===== src/rtl/pt_walker_pkg.sv =====
package pt_walker_pkg;

  // Entry field positions shared by both table levels.
  localparam int unsigned ENT_P  = 0;
  localparam int unsigned ENT_RW = 1;
  localparam int unsigned ENT_US = 2;
  localparam int unsigned ENT_A  = 5;
  localparam int unsigned ENT_D  = 6;
  localparam int unsigned ENT_PS = 7;

  typedef enum logic [2:0] {
    ST_IDLE,
    ST_PASS,
    ST_DIR,
    ST_DIR_WB,
    ST_TBL,
    ST_FIN_WB
  } walk_state_e;

  // Result of a returned directory/table read.
  typedef enum logic [2:0] {
    OC_NONE,
    OC_MISS,
    OC_DENY,
    OC_HIT,
    OC_DESCEND
  } walk_outcome_e;

  typedef struct packed {
    logic user;
    logic write;
    logic prot;
  } pf_code_t;

endpackage


===== src/rtl/pt_walk_addr.sv =====
module pt_walk_addr #(
  parameter int ADDR_W    = 32,
  parameter int PAGE_BITS = 12,
  parameter int IDX_BITS  = 10
) (
  input  logic [ADDR_W-1:0] root,
  input  logic [ADDR_W-1:0] req_va,
  input  logic [ADDR_W-1:0] va_q,
  input  logic [ADDR_W-1:0] dir_e,
  input  logic [ADDR_W-1:0] fin_e,
  input  logic              is_large,
  input  logic [ADDR_W-1:0] mask_now,
  input  logic [ADDR_W-1:0] mask_q,
  output logic [ADDR_W-1:0] dir_addr,
  output logic [ADDR_W-1:0] tbl_addr,
  output logic [ADDR_W-1:0] paddr
);
  localparam int LARGE_BITS = PAGE_BITS + IDX_BITS;
  localparam logic [ADDR_W-1:0] PG_LOW  = (ADDR_W'(1) << PAGE_BITS) - ADDR_W'(1);
  localparam logic [ADDR_W-1:0] LG_LOW  = (ADDR_W'(1) << LARGE_BITS) - ADDR_W'(1);
  localparam logic [ADDR_W-1:0] IDX_MSK = (ADDR_W'(1) << IDX_BITS) - ADDR_W'(1);

  logic [ADDR_W-1:0] dir_off, tbl_off, small_pa, large_pa;

  always_comb begin
    dir_off  = (req_va >> LARGE_BITS) << 2;
    tbl_off  = ((va_q >> PAGE_BITS) & IDX_MSK) << 2;
    dir_addr = ((root & ~PG_LOW) + dir_off) & mask_now;
    tbl_addr = ((dir_e & ~PG_LOW) + tbl_off) & mask_q;
    small_pa = (fin_e & ~PG_LOW) | (va_q & PG_LOW);
    large_pa = (fin_e & ~LG_LOW) | (va_q & LG_LOW);
    paddr    = (is_large ? large_pa : small_pa) & mask_q;
  end
endmodule


===== src/rtl/pt_walk_perm.sv =====
module pt_walk_perm
  import pt_walker_pkg::*;
#(
  parameter int ENT_W = 32
) (
  input  logic [ENT_W-1:0] dir_e,
  input  logic [ENT_W-1:0] tbl_e,
  input  logic             is_large,
  input  logic             acc_write,
  input  logic             acc_user,
  input  logic             wp_en,
  output logic             prot_fault,
  output logic [ENT_W-1:0] fin_new,
  output logic             fin_changed,
  output logic             wr_grant
);
  logic [ENT_W-1:0] fin_old;
  logic eff_us, eff_rw;

  always_comb begin
    fin_old = is_large ? dir_e : tbl_e;
    eff_us  = dir_e[ENT_US] & (is_large | tbl_e[ENT_US]);
    eff_rw  = dir_e[ENT_RW] & (is_large | tbl_e[ENT_RW]);
    if (acc_user) prot_fault = !eff_us || (acc_write && !eff_rw);
    else          prot_fault = acc_write && wp_en && !eff_rw;
    fin_new     = fin_old | (ENT_W'(1) << ENT_A) | (ENT_W'(acc_write) << ENT_D);
    fin_changed = (fin_new != fin_old);
    wr_grant    = fin_new[ENT_D] && (eff_rw || (!acc_user && !wp_en));
  end
endmodule


===== src/rtl/pt_walker.sv =====
module pt_walker
  import pt_walker_pkg::*;
#(
  parameter int ADDR_W    = 32,
  parameter int PAGE_BITS = 12,
  parameter int IDX_BITS  = 10,
  parameter int A20_BIT   = 20,
  parameter bit A20_EN    = 1'b1
) (
  input  logic              clk,
  input  logic              rst,
  input  logic              req_valid,
  input  logic [ADDR_W-1:0] req_vaddr,
  input  logic              req_write,
  input  logic              req_user,
  output logic              busy,
  input  logic [ADDR_W-1:0] cfg_root,
  input  logic              cfg_paging_en,
  input  logic              cfg_wp_en,
  input  logic              cfg_large_en,
  input  logic              cfg_a20_open,
  output logic              mem_req,
  output logic              mem_we,
  output logic [ADDR_W-1:0] mem_addr,
  output logic [ADDR_W-1:0] mem_wdata,
  input  logic              mem_ack,
  input  logic [ADDR_W-1:0] mem_rdata,
  output logic              done,
  output logic              fault,
  output logic [ADDR_W-1:0] rsp_paddr,
  output logic              rsp_rd,
  output logic              rsp_wr,
  output logic              rsp_large,
  output logic [2:0]        fault_code
);
  localparam logic [ADDR_W-1:0] A20_M = ADDR_W'(1) << A20_BIT;

  walk_state_e   state;
  walk_outcome_e outcome;

  logic [ADDR_W-1:0] va_q, dir_q, dir_cur;
  logic              wr_q, us_q, wp_q, lg_q, a20_q;
  logic [ADDR_W-1:0] mask_now, mask_q;
  logic [ADDR_W-1:0] dir_addr, tbl_addr, paddr, fin_new;
  logic              is_large_now, prot_fault, fin_changed, wr_grant;

  // Gate variant picked by parameter.
  generate
    if (A20_EN) begin : g_a20
      assign mask_now = ~A20_M | (cfg_a20_open ? A20_M : '0);
      assign mask_q   = ~A20_M | (a20_q ? A20_M : '0);
    end else begin : g_noa20
      assign mask_now = '1;
      assign mask_q   = '1;
    end
  endgenerate

  assign dir_cur      = (state == ST_DIR) ? mem_rdata : dir_q;
  assign is_large_now = (state == ST_DIR) && mem_rdata[ENT_PS] && lg_q;

  pt_walk_addr #(
    .ADDR_W   (ADDR_W),
    .PAGE_BITS(PAGE_BITS),
    .IDX_BITS (IDX_BITS)
  ) u_addr (
    .root    (cfg_root),
    .req_va  (req_vaddr),
    .va_q    (va_q),
    .dir_e   (dir_cur),
    .fin_e   (mem_rdata),
    .is_large(is_large_now),
    .mask_now(mask_now),
    .mask_q  (mask_q),
    .dir_addr(dir_addr),
    .tbl_addr(tbl_addr),
    .paddr   (paddr)
  );

  pt_walk_perm #(
    .ENT_W(ADDR_W)
  ) u_perm (
    .dir_e      (dir_cur),
    .tbl_e      (mem_rdata),
    .is_large   (is_large_now),
    .acc_write  (wr_q),
    .acc_user   (us_q),
    .wp_en      (wp_q),
    .prot_fault (prot_fault),
    .fin_new    (fin_new),
    .fin_changed(fin_changed),
    .wr_grant   (wr_grant)
  );

  always_comb begin
    outcome = OC_NONE;
    if ((state == ST_DIR || state == ST_TBL) && mem_ack) begin
      if (!mem_rdata[ENT_P])
        outcome = OC_MISS;
      else if (state == ST_TBL || is_large_now)
        outcome = prot_fault ? OC_DENY : OC_HIT;
      else
        outcome = OC_DESCEND;
    end
  end

  always_ff @(posedge clk) begin
    if (rst) begin
      state      <= ST_IDLE;
      busy       <= 1'b0;
      done       <= 1'b0;
      fault      <= 1'b0;
      fault_code <= '0;
      mem_req    <= 1'b0;
      mem_we     <= 1'b0;
      mem_addr   <= '0;
      mem_wdata  <= '0;
      rsp_paddr  <= '0;
      rsp_rd     <= 1'b0;
      rsp_wr     <= 1'b0;
      rsp_large  <= 1'b0;
      va_q       <= '0;
      dir_q      <= '0;
      wr_q       <= 1'b0;
      us_q       <= 1'b0;
      wp_q       <= 1'b0;
      lg_q       <= 1'b0;
      a20_q      <= 1'b0;
    end else begin
      done  <= 1'b0;
      fault <= 1'b0;
      unique case (state)
        ST_IDLE: begin
          if (req_valid) begin
            busy  <= 1'b1;
            va_q  <= req_vaddr;
            wr_q  <= req_write;
            us_q  <= req_user;
            wp_q  <= cfg_wp_en;
            lg_q  <= cfg_large_en;
            a20_q <= cfg_a20_open;
            if (!cfg_paging_en) begin
              rsp_paddr <= req_vaddr & mask_now;
              rsp_rd    <= 1'b1;
              rsp_wr    <= 1'b1;
              rsp_large <= 1'b0;
              state     <= ST_PASS;
            end else begin
              mem_req  <= 1'b1;
              mem_we   <= 1'b0;
              mem_addr <= dir_addr;
              state    <= ST_DIR;
            end
          end
        end
        ST_PASS: begin
          done  <= 1'b1;
          busy  <= 1'b0;
          state <= ST_IDLE;
        end
        ST_DIR_WB: begin
          if (mem_ack) begin
            mem_we   <= 1'b0;
            mem_addr <= tbl_addr;
            state    <= ST_TBL;
          end
        end
        ST_FIN_WB: begin
          if (mem_ack) begin
            mem_req <= 1'b0;
            mem_we  <= 1'b0;
            done    <= 1'b1;
            busy    <= 1'b0;
            state   <= ST_IDLE;
          end
        end
        default: begin
          // ST_DIR and ST_TBL: act on the returned entry.
          if (state == ST_DIR && mem_ack) dir_q <= mem_rdata;
          unique case (outcome)
            OC_MISS, OC_DENY: begin
              mem_req    <= 1'b0;
              fault      <= 1'b1;
              busy       <= 1'b0;
              fault_code <= pf_code_t'({us_q, wr_q, outcome == OC_DENY});
              state      <= ST_IDLE;
            end
            OC_HIT: begin
              rsp_paddr <= paddr;
              rsp_rd    <= 1'b1;
              rsp_wr    <= wr_grant;
              rsp_large <= is_large_now;
              if (fin_changed) begin
                mem_req   <= 1'b1;
                mem_we    <= 1'b1;
                mem_wdata <= fin_new;
                state     <= ST_FIN_WB;
              end else begin
                mem_req <= 1'b0;
                done    <= 1'b1;
                busy    <= 1'b0;
                state   <= ST_IDLE;
              end
            end
            OC_DESCEND: begin
              if (!mem_rdata[ENT_A]) begin
                mem_we    <= 1'b1;
                mem_wdata <= mem_rdata | (ADDR_W'(1) << ENT_A);
                state     <= ST_DIR_WB;
              end else begin
                mem_we   <= 1'b0;
                mem_addr <= tbl_addr;
                state    <= ST_TBL;
              end
            end
            default: ;
          endcase
        end
      endcase
    end
  end
endmodule


===== config.mk =====
export PLATFORM = sky130hd
export DESIGN_NAME = pt_walker
export DESIGN_NICKNAME = d
export VERILOG_FILES = /design/src/rtl/pt_walker_pkg.sv /design/src/rtl/pt_walk_addr.sv /design/src/rtl/pt_walk_perm.sv /design/src/rtl/pt_walker.sv
export SDC_FILE = /design/constraint.sdc
export NUM_CORES = 1
export LEC_CHECK = 0
export BUFFER_PORTS_ARGS = -buffer_cell sky130_fd_sc_hd__buf_4
export CORE_UTILIZATION = 30
export DETAILED_ROUTE_END_ITERATION = 10
export HOLD_SLACK_MARGIN = 0.15
export SLEW_MARGIN = 20
export SYNTH_ARGS = -nofsm -noshare
export SYNTH_HDL_FRONTEND = slang
export SYNTH_SLANG_ARGS = --single-unit

===== constraint.sdc =====
create_clock -name clk -period 1.9 [get_ports clk]
set_input_delay 0.095 -clock clk [delete_from_list [all_inputs] [get_ports clk]]
set_output_delay 0.095 -clock clk [all_outputs]
set_load 0.01 [all_outputs]

==> results of run 1 <==
[flip-flops by register name (all words and copies together) (netlist names)]
signal / cells
mem_wdata: 32
rsp_paddr: 32
mem_addr: 30
dir_q: 22
va_q: 22
fault_code: 3
state: 3
a20_q: 1
busy: 1
done: 1
fault: 1
lg_q: 1
mem_req: 1
mem_we: 1
rsp_large: 1
rsp_rd: 1
rsp_wr: 1
us_q: 1
wp_q: 1
wr_q: 1
[layout make-up]
type / count / area share (%)
inverter: 6 / 0.208
tap: 280 / 3.24
clock inverter: 12 / 1.27
sequential: 157 / 29.1
clock buffer: 20 / 4.31
multi-input combinational: 566 / 31.1
timing repair buffer: 360 / 30.8
antenna: 1 / 0.0231
[path summary, 6_finish.rpt]
check	endpoint	slack [ns]	cells after the start
worst max-delay path	busy$_SDFFE_PP0P_	-0.02	9
worst min-delay path	rsp_rd$_SDFFE_PP0P_	0.21	5
worst max register to register	busy$_SDFFE_PP0P_	-0.02	9
worst min register to register	mem_wdata[5]$_SDFFE_PP0P_	0.45	2
[cells in the mapped netlist, types with 2 or more instances]
library cell | instances | area share [%]
nand2_1 | 207 | 12
dfxtp_1 | 157 | 47
a21oi_1 | 110 | 8.2
nor2_1 | 57 | 3.2
mux2i_1 | 50 | 7.5
clkbuf_1 | 49 | 2.7
a311oi_1 | 45 | 5.9
o211ai_1 | 19 | 2.1
buf_4 | 16 | 1.8
a22oi_1 | 9 | 1.0
buf_2 | 9 | 0.67
inv_1 | 6 | 0.34
nand3_1 | 5 | 0.37
nor3_1 | 5 | 0.37
a211oi_1 | 4 | 0.45
nand2b_1 | 4 | 0.37
a211o_1 | 3 | 0.39
and2_1 | 3 | 0.28
nand4b_1 | 3 | 0.39
nor2b_1 | 3 | 0.28
o21ai_0 | 3 | 0.22
or3_1 | 3 | 0.28
a21boi_0 | 2 | 0.22
a31oi_1 | 2 | 0.19
and3_1 | 2 | 0.19
nand3b_1 | 2 | 0.22
nand4bb_1 | 2 | 0.34
o221ai_1 | 2 | 0.26
[worst min-delay path: stages]
cell and delay (ns):
buf_4 0.12, nand2_2 0.11, nand2b_4 0.12, a21oi_1 0.07, nor2_1 0.08
[cells by family after synthesis]
kind of cell	Yosys count	share of synthesized area, %
AOI/OAI and AO/OA	211	20.9
xor gates and xnor gates	1	0.131
buffers and inverters	81	5.72
DFF	157	47.0
muxes	51	7.65
other	1	0.0560
and+or+nand+nor	301	18.6
[power by group]
| group | internal [mW] | total, mW | switching (mW) |
|---|---|---|---|
| sequential | 4.07 | 4.55 | 0.480 |
| combinational | 3.25 | 6.96 | 3.72 |
| clock | 2.05 | 3.51 | 1.45 |
| total | 9.36 | 15.0 | 5.65 |
[what timing repair did]
| item | 4_1_cts | 5_1_grt |
|---|---|---|
| cloned | 0 | 9 |
| endpoints found under the setup margin | 1 | 120 |
| hold buffers | 91 | 0 |
| resized for setup | 1 | 58 |
| endpoints found under the hold margin | 153 | 0 |
| pin swaps | 0 | 43 |
| buffers inserted | 0 | 14 |
[routing by layer]
| layer | global-route usage, % | share of wire (%) | up-vias |
|---|---|---|---|
| li1 | - | - | 3403 |
| met1 | 27.1 | 45 | 3341 |
| met2 | 32.7 | 47 | 221 |
| met3 | 5.27 | 6.3 | 19 |
| met4 | 5.65 | 1.3 | 0 |
| met5 | 0 | 0 | - |
==> impl_metrics.env, run 1 <==
export IMPL_outcome="finished, violations left"
export IMPL_violations="setup timing"
export IMPL_timing_rr_start="state[1]$_SDFFE_PP0P_"
export IMPL_die_w_um=151
export IMPL_power_leakage_nw=4.62
export IMPL_avgRoutedWirePerCell_um=17.9
export IMPL_ioPinCount=213
export IMPL_cp_top_family="buffers and inverters"
export IMPL_viasPerCell=4.98
export IMPL_grtUsageTotal_pct=20.5
export IMPL_syn_area_mm2=0.00669
export IMPL_arrival_ns=2.25
export IMPL_final_cells=1402
export IMPL_min_delay_start="req_valid"
export IMPL_crit_chain="buf_6 -> buf_6 -> nor3_4 -> buf_4 -> buf_12 -> and2_4 -> buf_4 -> nor2_1 -> a211oi_1"
export IMPL_rsz0062_at_grt="true"
export IMPL_fin_area_mm2=0.0108
export IMPL_dieArea_mm2=0.0229
export IMPL_whs_ns=0.208
export IMPL_finalCritPeriodShare_pct=101
export IMPL_setup_worst_path_start="state[1]$_SDFFE_PP0P_"
export IMPL_min_period_ns=1.92
export IMPL_io_buffers=198
export IMPL_end_kind="flip-flop"
export IMPL_place_congestion=0.851
export IMPL_drtAntennaViolNets=0
export IMPL_clock_latency_ns=0.43
export IMPL_yosysUniqueCellTypes=49
export IMPL_setup_tns_ns=-0.0186
export IMPL_drive_above_1_share_pct=30.9
export IMPL_ys_ff_latch=157
export IMPL_start_util_pct=30.7
export IMPL_cts_root_buf="clkbuf_16"
export IMPL_tritoncts="yes"
export IMPL_crit_path_start_kind="flip-flop"
export IMPL_dpl_cell_area_mm2=0.00872
export IMPL_grt_max_degree=44
export IMPL_multiInputGateArea_mm2=0.00336
export IMPL_critPathSlowestCell="dfxtp_4"
export IMPL_ir_drop_mv=0.592
export IMPL_synthArstFlopShare_pct=0
export IMPL_fmax_mhz=521
export IMPL_n_fill_cell=2036
export IMPL_numCtsBuffers=17
export IMPL_ff_latch_area_mm2=0.00315
export IMPL_maxSlewViolCount=0
export IMPL_num_vias=6984
export IMPL_mostFrequentLayoutCells="buf_4 (232), nand2_1 (205), dfxtp_1 (152), a21oi_1 (104), dlygate4sd3_1 (91)"
export IMPL_dieHeight_um=151
export IMPL_setup_slack_ns=-0.0186
export IMPL_layout_nets=1214
export IMPL_total_power_mw=15.0
export IMPL_ctsHtreeMaxLevel=4
export IMPL_seq_area_frac_synth_pct=47.0
export IMPL_syn_area_per_cell_um2=8.33
export IMPL_synth_edf_count=0
export IMPL_setup_viol=1
export IMPL_overflow=0
export IMPL_routed_wl_um=25200
export IMPL_synth_ff_type="dfxtp_1"
export IMPL_layout_commonest_cell="buf_4"
export IMPL_hpwl_um=15800
export IMPL_synth_cells=803
export IMPL_area_growth_pct=61.7
export IMPL_critPathRequiredTime_ns=2.23
export IMPL_cts_buffer_depth=2
export IMPL_grt_pass1_vias=6578
export IMPL_grt_pass1_wl_um=35800
export IMPL_fin_util_pct=49.6
export IMPL_max_cap_viol_count=0
export IMPL_antenna_found_initial=1
export IMPL_slowest_delay_ns=0.38
export IMPL_first_pass_iters=4
export IMPL_path_max_fanout=23
export IMPL_critical_path_buf_inv_count=5
export IMPL_dp_cells=1255
export IMPL_worstSetupPathType="reg2reg"
export IMPL_core_area_mm2=0.0218
export IMPL_hold_violations=0
export IMPL_initialDrtViolationCount=347
export IMPL_fin_skew_ns=0.00912
export IMPL_yosysWarnings=0
export IMPL_place_ws_ns=-0.0290
export IMPL_cts_sinks=157
export IMPL_num_rows=54
export IMPL_drc=0
export IMPL_power_density_mw_per_mm2=1390
export IMPL_clk_pin_slew_ns=0.06
export IMPL_min_path_type="in2reg"
Note: power is estimated with default switching activity, not from simulation.
==> inputs of run 2 (changes only) <==
Settings changed: MAX_ROUTING_LAYER set to met4.
==> run 2 against run 1 <==
Compared with the run above: the run now ends clean; critical path depth unchanged; worst setup slack better by 0.034 ns; clock skew increased by 0.0018 ns; power decreased by 0.94%; highest routed layer unchanged; die area unchanged; cell count fell by 0.36%; non-clock buffer count shrank 5.
==> impl_metrics.env, run 2 (synthesis results as in run 1) <==
export IMPL_n_fill_cell=2044
export IMPL_maxSlewViolCount=0
export IMPL_outcome="finished clean"
export IMPL_cts_buffer_depth=2
export IMPL_total_power_mw=14.9
export IMPL_place_congestion=0.864
export IMPL_ir_drop_mv=0.586
export IMPL_area_growth_pct=60.6
export IMPL_dieHeight_um=151
export IMPL_cts_root_buf="clkbuf_16"
export IMPL_io_buffers=198
export IMPL_power_leakage_nw=4.59
export IMPL_grt_pass1_vias=6555
export IMPL_min_period_ns=1.88
export IMPL_rsz0062_at_grt="true"
export IMPL_clock_latency_ns=0.43
export IMPL_core_area_mm2=0.0218
export IMPL_drc=0
export IMPL_grt_pass1_wl_um=35800
export IMPL_drtAntennaViolNets=0
export IMPL_end_kind="flip-flop"
export IMPL_routed_wl_um=24800
export IMPL_initialDrtViolationCount=337
export IMPL_antenna_found_initial=1
export IMPL_layout_commonest_cell="buf_4"
export IMPL_setup_viol=0
export IMPL_clk_pin_slew_ns=0.06
export IMPL_crit_path_start_kind="flip-flop"
export IMPL_critPathSlowestCell="dfxtp_4"
export IMPL_grtUsageTotal_pct=21.1
export IMPL_viasPerCell=4.95
export IMPL_slowest_delay_ns=0.38
export IMPL_cts_sinks=157
export IMPL_fin_skew_ns=0.0109
export IMPL_num_vias=6920
export IMPL_num_rows=54
export IMPL_min_path_type="in2reg"
export IMPL_start_util_pct=30.7
export IMPL_fmax_mhz=531
export IMPL_layout_nets=1209
export IMPL_whs_path_depth=5
export IMPL_path_max_fanout=7
export IMPL_multiInputGateArea_mm2=0.00336
export IMPL_crit_chain="buf_6 -> buf_4 -> nor3_4 -> nand2_2 -> a21boi_4 -> buf_12 -> buf_8 -> a21oi_1 -> a311oi_1"
export IMPL_drive_above_1_share_pct=30.4
export IMPL_power_density_mw_per_mm2=1380
export IMPL_hold_violations=0
export IMPL_arrival_ns=2.21
export IMPL_fin_area_mm2=0.0107
export IMPL_numCtsBuffers=17
export IMPL_ctsHtreeMaxLevel=4
export IMPL_first_pass_iters=5
export IMPL_tritoncts="yes"
export IMPL_reg_largest_list="mem_wdata: 32 flops, rsp_paddr: 32 flops, mem_addr: 30 flops"
export IMPL_worstSetupPathType="reg2reg"
export IMPL_overflow=0
export IMPL_max_cap_viol_count=0
export IMPL_grt_max_degree=44
export IMPL_ioPinCount=213
export IMPL_ff_latch_area_mm2=0.00315
export IMPL_finalCritPeriodShare_pct=99.2
export IMPL_die_w_um=151
export IMPL_mostFrequentLayoutCells="buf_4 (232), nand2_1 (205), dfxtp_1 (153), a21oi_1 (106), dlygate4sd3_1 (91)"
export IMPL_reg2reg_depth=9
export IMPL_critPathRequiredTime_ns=2.23
export IMPL_dpl_cell_area_mm2=0.00872
export IMPL_avgRoutedWirePerCell_um=17.8
export IMPL_dieArea_mm2=0.0229
export IMPL_hpwl_um=15800
run 2: cell types whose count changed in the layout (fill, tap and decap cells not counted), sizes merged:
| cell | delta |
|---|---|
| buf | -4 |
| clkbuf | -1 |
run 2: stage by stage:
stage          util [%]  hold WS [ns]  TNS (ns)  instances  setup slack, ns
2_1_floorplan         -         0.231         0        804           0.0163
3_3_place_gp       40.0         0.327   -0.0101       1255          -0.0101
3_5_place_dp       40.0         0.337   -0.0290       1255          -0.0290
4_1_cts            46.9         0.189         0       1378          0.00315
5_1_grt            49.2         0.228     -2.01       1397          -0.0820
6_report           49.2         0.213         0       1397           0.0156
run 2: timing repair:
action,4_1_cts,5_1_grt
pin swaps,0,40
resized for setup,1,50
endpoints found under the setup margin,1,120
hold buffers,91,0
buffers inserted,0,10
gates cloned,0,8
endpoints found under the hold margin,153,0
run 2: final timing paths:
| path | startpoint | to | slack, ns |
|---|---|---|---|
| min | req_valid | rsp_rd$_SDFFE_PP0P_ | 0.21 |
| max reg2reg | state[1]$_SDFFE_PP0P_ | rsp_paddr[20]$_SDFFE_PP0P_ | 0.02 |
| min reg2reg | mem_wdata[5]$_SDFFE_PP0P_ | mem_wdata[5]$_SDFFE_PP0P_ | 0.45 |
| max | state[1]$_SDFFE_PP0P_ | rsp_paddr[20]$_SDFFE_PP0P_ | 0.02 |
run 2: layout make-up:
class | instances | share of cell area, %
timing repair buffer | 355 | 30.3
clock buffer | 20 | 4.34
tap | 280 | 3.26
sequential | 157 | 29.3
multi-input combinational | 566 | 31.2
inverter | 6 | 0.210
antenna | 1 | 0.0233
clock inverter | 12 | 1.28
run 2: where the power goes:
part | internal [mW] | total, mW | switching [mW]
Sequential | 4.07 | 4.54 | 0.477
Clock | 2.05 | 3.51 | 1.46
Combinational | 3.15 | 6.82 | 3.67
run 2: critical path, delay by kind of cell (launching register included):
| kind | cells | cell delay, ns |
|---|---|---|
| AND/OR/NAND/NOR | 2 | 0.39 |
| flip-flops | 1 | 0.38 |
| AO/OA/AOI/OAI | 3 | 0.48 |
| buffers and inverters | 4 | 0.55 |
run 2: metal layers:
metal	up-vias	global-route usage, %	routed length [um]
li1	3400	-	-
met1	3291	27.8	11500
met2	214	32.4	11600
met3	15	4.76	1490
met4	0	5.35	261
met5	-	-	0
==> inputs of run 3 (changes only) <==
Settings changed: CORE_UTILIZATION 30 to 46, PLACE_DENSITY set to 0.77.
==> run 3 against run 2 <==
Compared with the run above: the run now ends with setup timing left; flip-flop and latch count unchanged; sequential share of layout area is 0.85 points higher; first-iteration DRC count is 110% higher; clock skew decreased by 0.0013 ns; clock power up 4%; cell count shrank 7.2%; register-to-register slack worse by 0.08 ns; critical endpoint is now rsp_paddr[22]$_SDFFE_PP0P_; cell area fell by 2.7%; power fell by 0.42%; via count grew 5.8%; largest power group unchanged.
==> impl_metrics.env, run 3 (synthesis results as in run 1) <==
export IMPL_maxSlewViolCount=0
export IMPL_clk_pin_slew_ns=0.06
export IMPL_ctsHtreeMaxLevel=4
export IMPL_first_pass_iters=5
export IMPL_cp_endpoint="rsp_paddr[22]$_SDFFE_PP0P_"
export IMPL_grtUsageTotal_pct=32.2
export IMPL_drtAntennaViolNets=0
export IMPL_power_leakage_nw=4.54
export IMPL_drc=0
export IMPL_hpwl_um=14600
export IMPL_num_vias=7318
export IMPL_drive_above_1_share_pct=28.8
export IMPL_min_period_ns=1.96
export IMPL_p_comb_share_pct=44.4
export IMPL_diodes=0
export IMPL_numCtsBuffers=17
export IMPL_layout_commonest_cell="buf_4"
export IMPL_num_rows=43
export IMPL_drt_met1_wl_um=9940
export IMPL_cts_root_buf="clkbuf_16"
export IMPL_start_util_pct=47.7
export IMPL_viasPerCell=5.65
export IMPL_grt_pass1_wl_um=35900
export IMPL_fmax_mhz=510
export IMPL_power_density_mw_per_mm2=1420
export IMPL_internal_power_mw=9.31
export IMPL_mostFrequentLayoutCells="buf_4 (241), nand2_1 (206), dfxtp_1 (152), a21oi_1 (109), dlygate4sd3_1 (90)"
export IMPL_path_max_fanout=10
export IMPL_timing_rr_start="state[0]$_SDFFE_PP0P_"
export IMPL_setup_slack_ns=-0.0617
export IMPL_antenna_found_initial=0
export IMPL_dieArea_mm2=0.0150
export IMPL_outcome="finished, violations left"
export IMPL_worstSetupPathType="reg2reg"
export IMPL_place_congestion=0.834
export IMPL_routed_wl_um=24800
export IMPL_multiInputGateArea_mm2=0.00327
export IMPL_reg_largest_list="mem_wdata: 32 flops, rsp_paddr: 32 flops, mem_addr: 30 flops"
export IMPL_ff_latch_area_mm2=0.00315
export IMPL_area_growth_pct=56.3
export IMPL_core_area_mm2=0.0140
export IMPL_setup_viol=29
export IMPL_power_share_sequential_pct=30.9
export IMPL_final_cells=1296
export IMPL_initialDrtViolationCount=711
export IMPL_cts_buffer_depth=2
export IMPL_ir_drop_mv=0.894
export IMPL_end_kind="flip-flop"
export IMPL_reg2reg_depth=8
export IMPL_wl_met2_um=12100
export IMPL_critPathRequiredTime_ns=2.23
export IMPL_reg2reg_to="rsp_paddr[22]$_SDFFE_PP0P_"
export IMPL_n_fill_cell=991
export IMPL_crit_path_start_kind="flip-flop"
export IMPL_overflow=0
export IMPL_io_buffers=198
export IMPL_p_sw_mw=5.50
export IMPL_clock_latency_ns=0.44
export IMPL_p_clk_share_pct=24.7
export IMPL_grt_pass1_vias=6904
export IMPL_finalCritPeriodShare_pct=103
export IMPL_setup_tns_ns=-0.505
export IMPL_grt_max_degree=65
export IMPL_max_cap_viol_count=0
export IMPL_arrival_ns=2.29
export IMPL_fin_skew_ns=0.00959
export IMPL_dp_cells=1156
export IMPL_min_path_type="in2reg"
export IMPL_r2r_setup_slack_ns=-0.06
export IMPL_avgRoutedWirePerCell_um=19.1
export IMPL_p_sw_share_pct=37.1
export IMPL_setup_worst_path_start="state[0]$_SDFFE_PP0P_"
export IMPL_cts_sinks=157
export IMPL_dieHeight_um=123
export IMPL_hold_violations=0
export IMPL_layout_nets=1210
export IMPL_violations="setup timing"
export IMPL_rsz0062_at_grt="true"
export IMPL_die_w_um=123
export IMPL_dr_wl_met3_um=1890
export IMPL_highest_layer="met4"
export IMPL_ioPinCount=213
export IMPL_tritoncts="yes"
-- run 3: metrics by stage --
stage	total power [mW]	area (um^2)	worst slack [ns]	util (%)	hold WS [ns]
after floorplan	7.85	6700	0.0163	-	0.231
after global placement	10.2	8540	0.0588	60.8	0.325
after detailed placement	10.3	8540	-0.00552	60.8	0.336
after CTS	14.1	10100	0.0102	71.8	0.191
after global routing	15.5	10500	-0.102	74.5	0.210
final	14.8	10500	-0.0617	74.5	0.196
-- run 3: power groups by stage --
| stage | registers, mW | clock network, mW | logic (mW) |
|---|---|---|---|
| floorplan | 4.74 | 0 | 3.10 |
| global placement | 4.59 | 0 | 5.56 |
| detailed placement | 4.60 | 0 | 5.66 |
| CTS | 4.55 | 3.67 | 5.87 |
| global route | 4.65 | 3.81 | 7.01 |
| finish | 4.58 | 3.66 | 6.58 |
-- run 3: worst min path at each step --
stage          cells past startpoint  slack (ns)                        end    startpoint
6_report                           3        0.20      dir_q[1]$_SDFFE_PP0P_  mem_rdata[1]
5_1_grt                            3        0.21      dir_q[1]$_SDFFE_PP0P_  mem_rdata[1]
4_1_cts                            5        0.19            done$_SDFF_PP0_  mem_rdata[5]
3_5_place_dp                       3        0.34  mem_wdata[9]$_SDFFE_PP0P_  mem_rdata[9]
3_3_place_gp                       3        0.32  mem_wdata[4]$_SDFFE_PP0P_  mem_rdata[4]
2_1_floorplan                      2        0.23      dir_q[2]$_SDFFE_PP0P_  mem_rdata[2]
-- run 3: what timing repair did --
| item | in CTS | in global routing |
|---|---|---|
| endpoints found under the hold margin | 151 | 0 |
| gates cloned | 0 | 8 |
| hold buffers | 91 | 0 |
| resized for setup | 3 | 28 |
| endpoints found under the setup margin | 6 | 76 |
| setup buffers | 0 | 11 |
| pin swaps | 0 | 17 |
-- run 3: layout make-up --
type	count	area share, %
clock buffers	21	4.40
clock inverters	10	1.53
inverters	6	0.215
multi-input cells	566	31.3
flip-flops and latches	157	30.2
well taps	180	2.15
repair buffers	356	30.2
-- run 3: critical path, cell delays in order, from the launching register on --
cell	delay, ns
dfxtp_2	0.33
buf_6	0.14
nand3b_1	0.17
a211o_1	0.35
a21boi_4	0.19
buf_12	0.15
buf_6	0.13
a21oi_1	0.08
a311oi_1	0.30
-- run 3: routing by layer --
metal,global-route usage (%),vias up
met1,39.9,3477
li1,-,3405
met3,6.46,73
met4,13.9,0
met5,-,-
met2,50.7,363
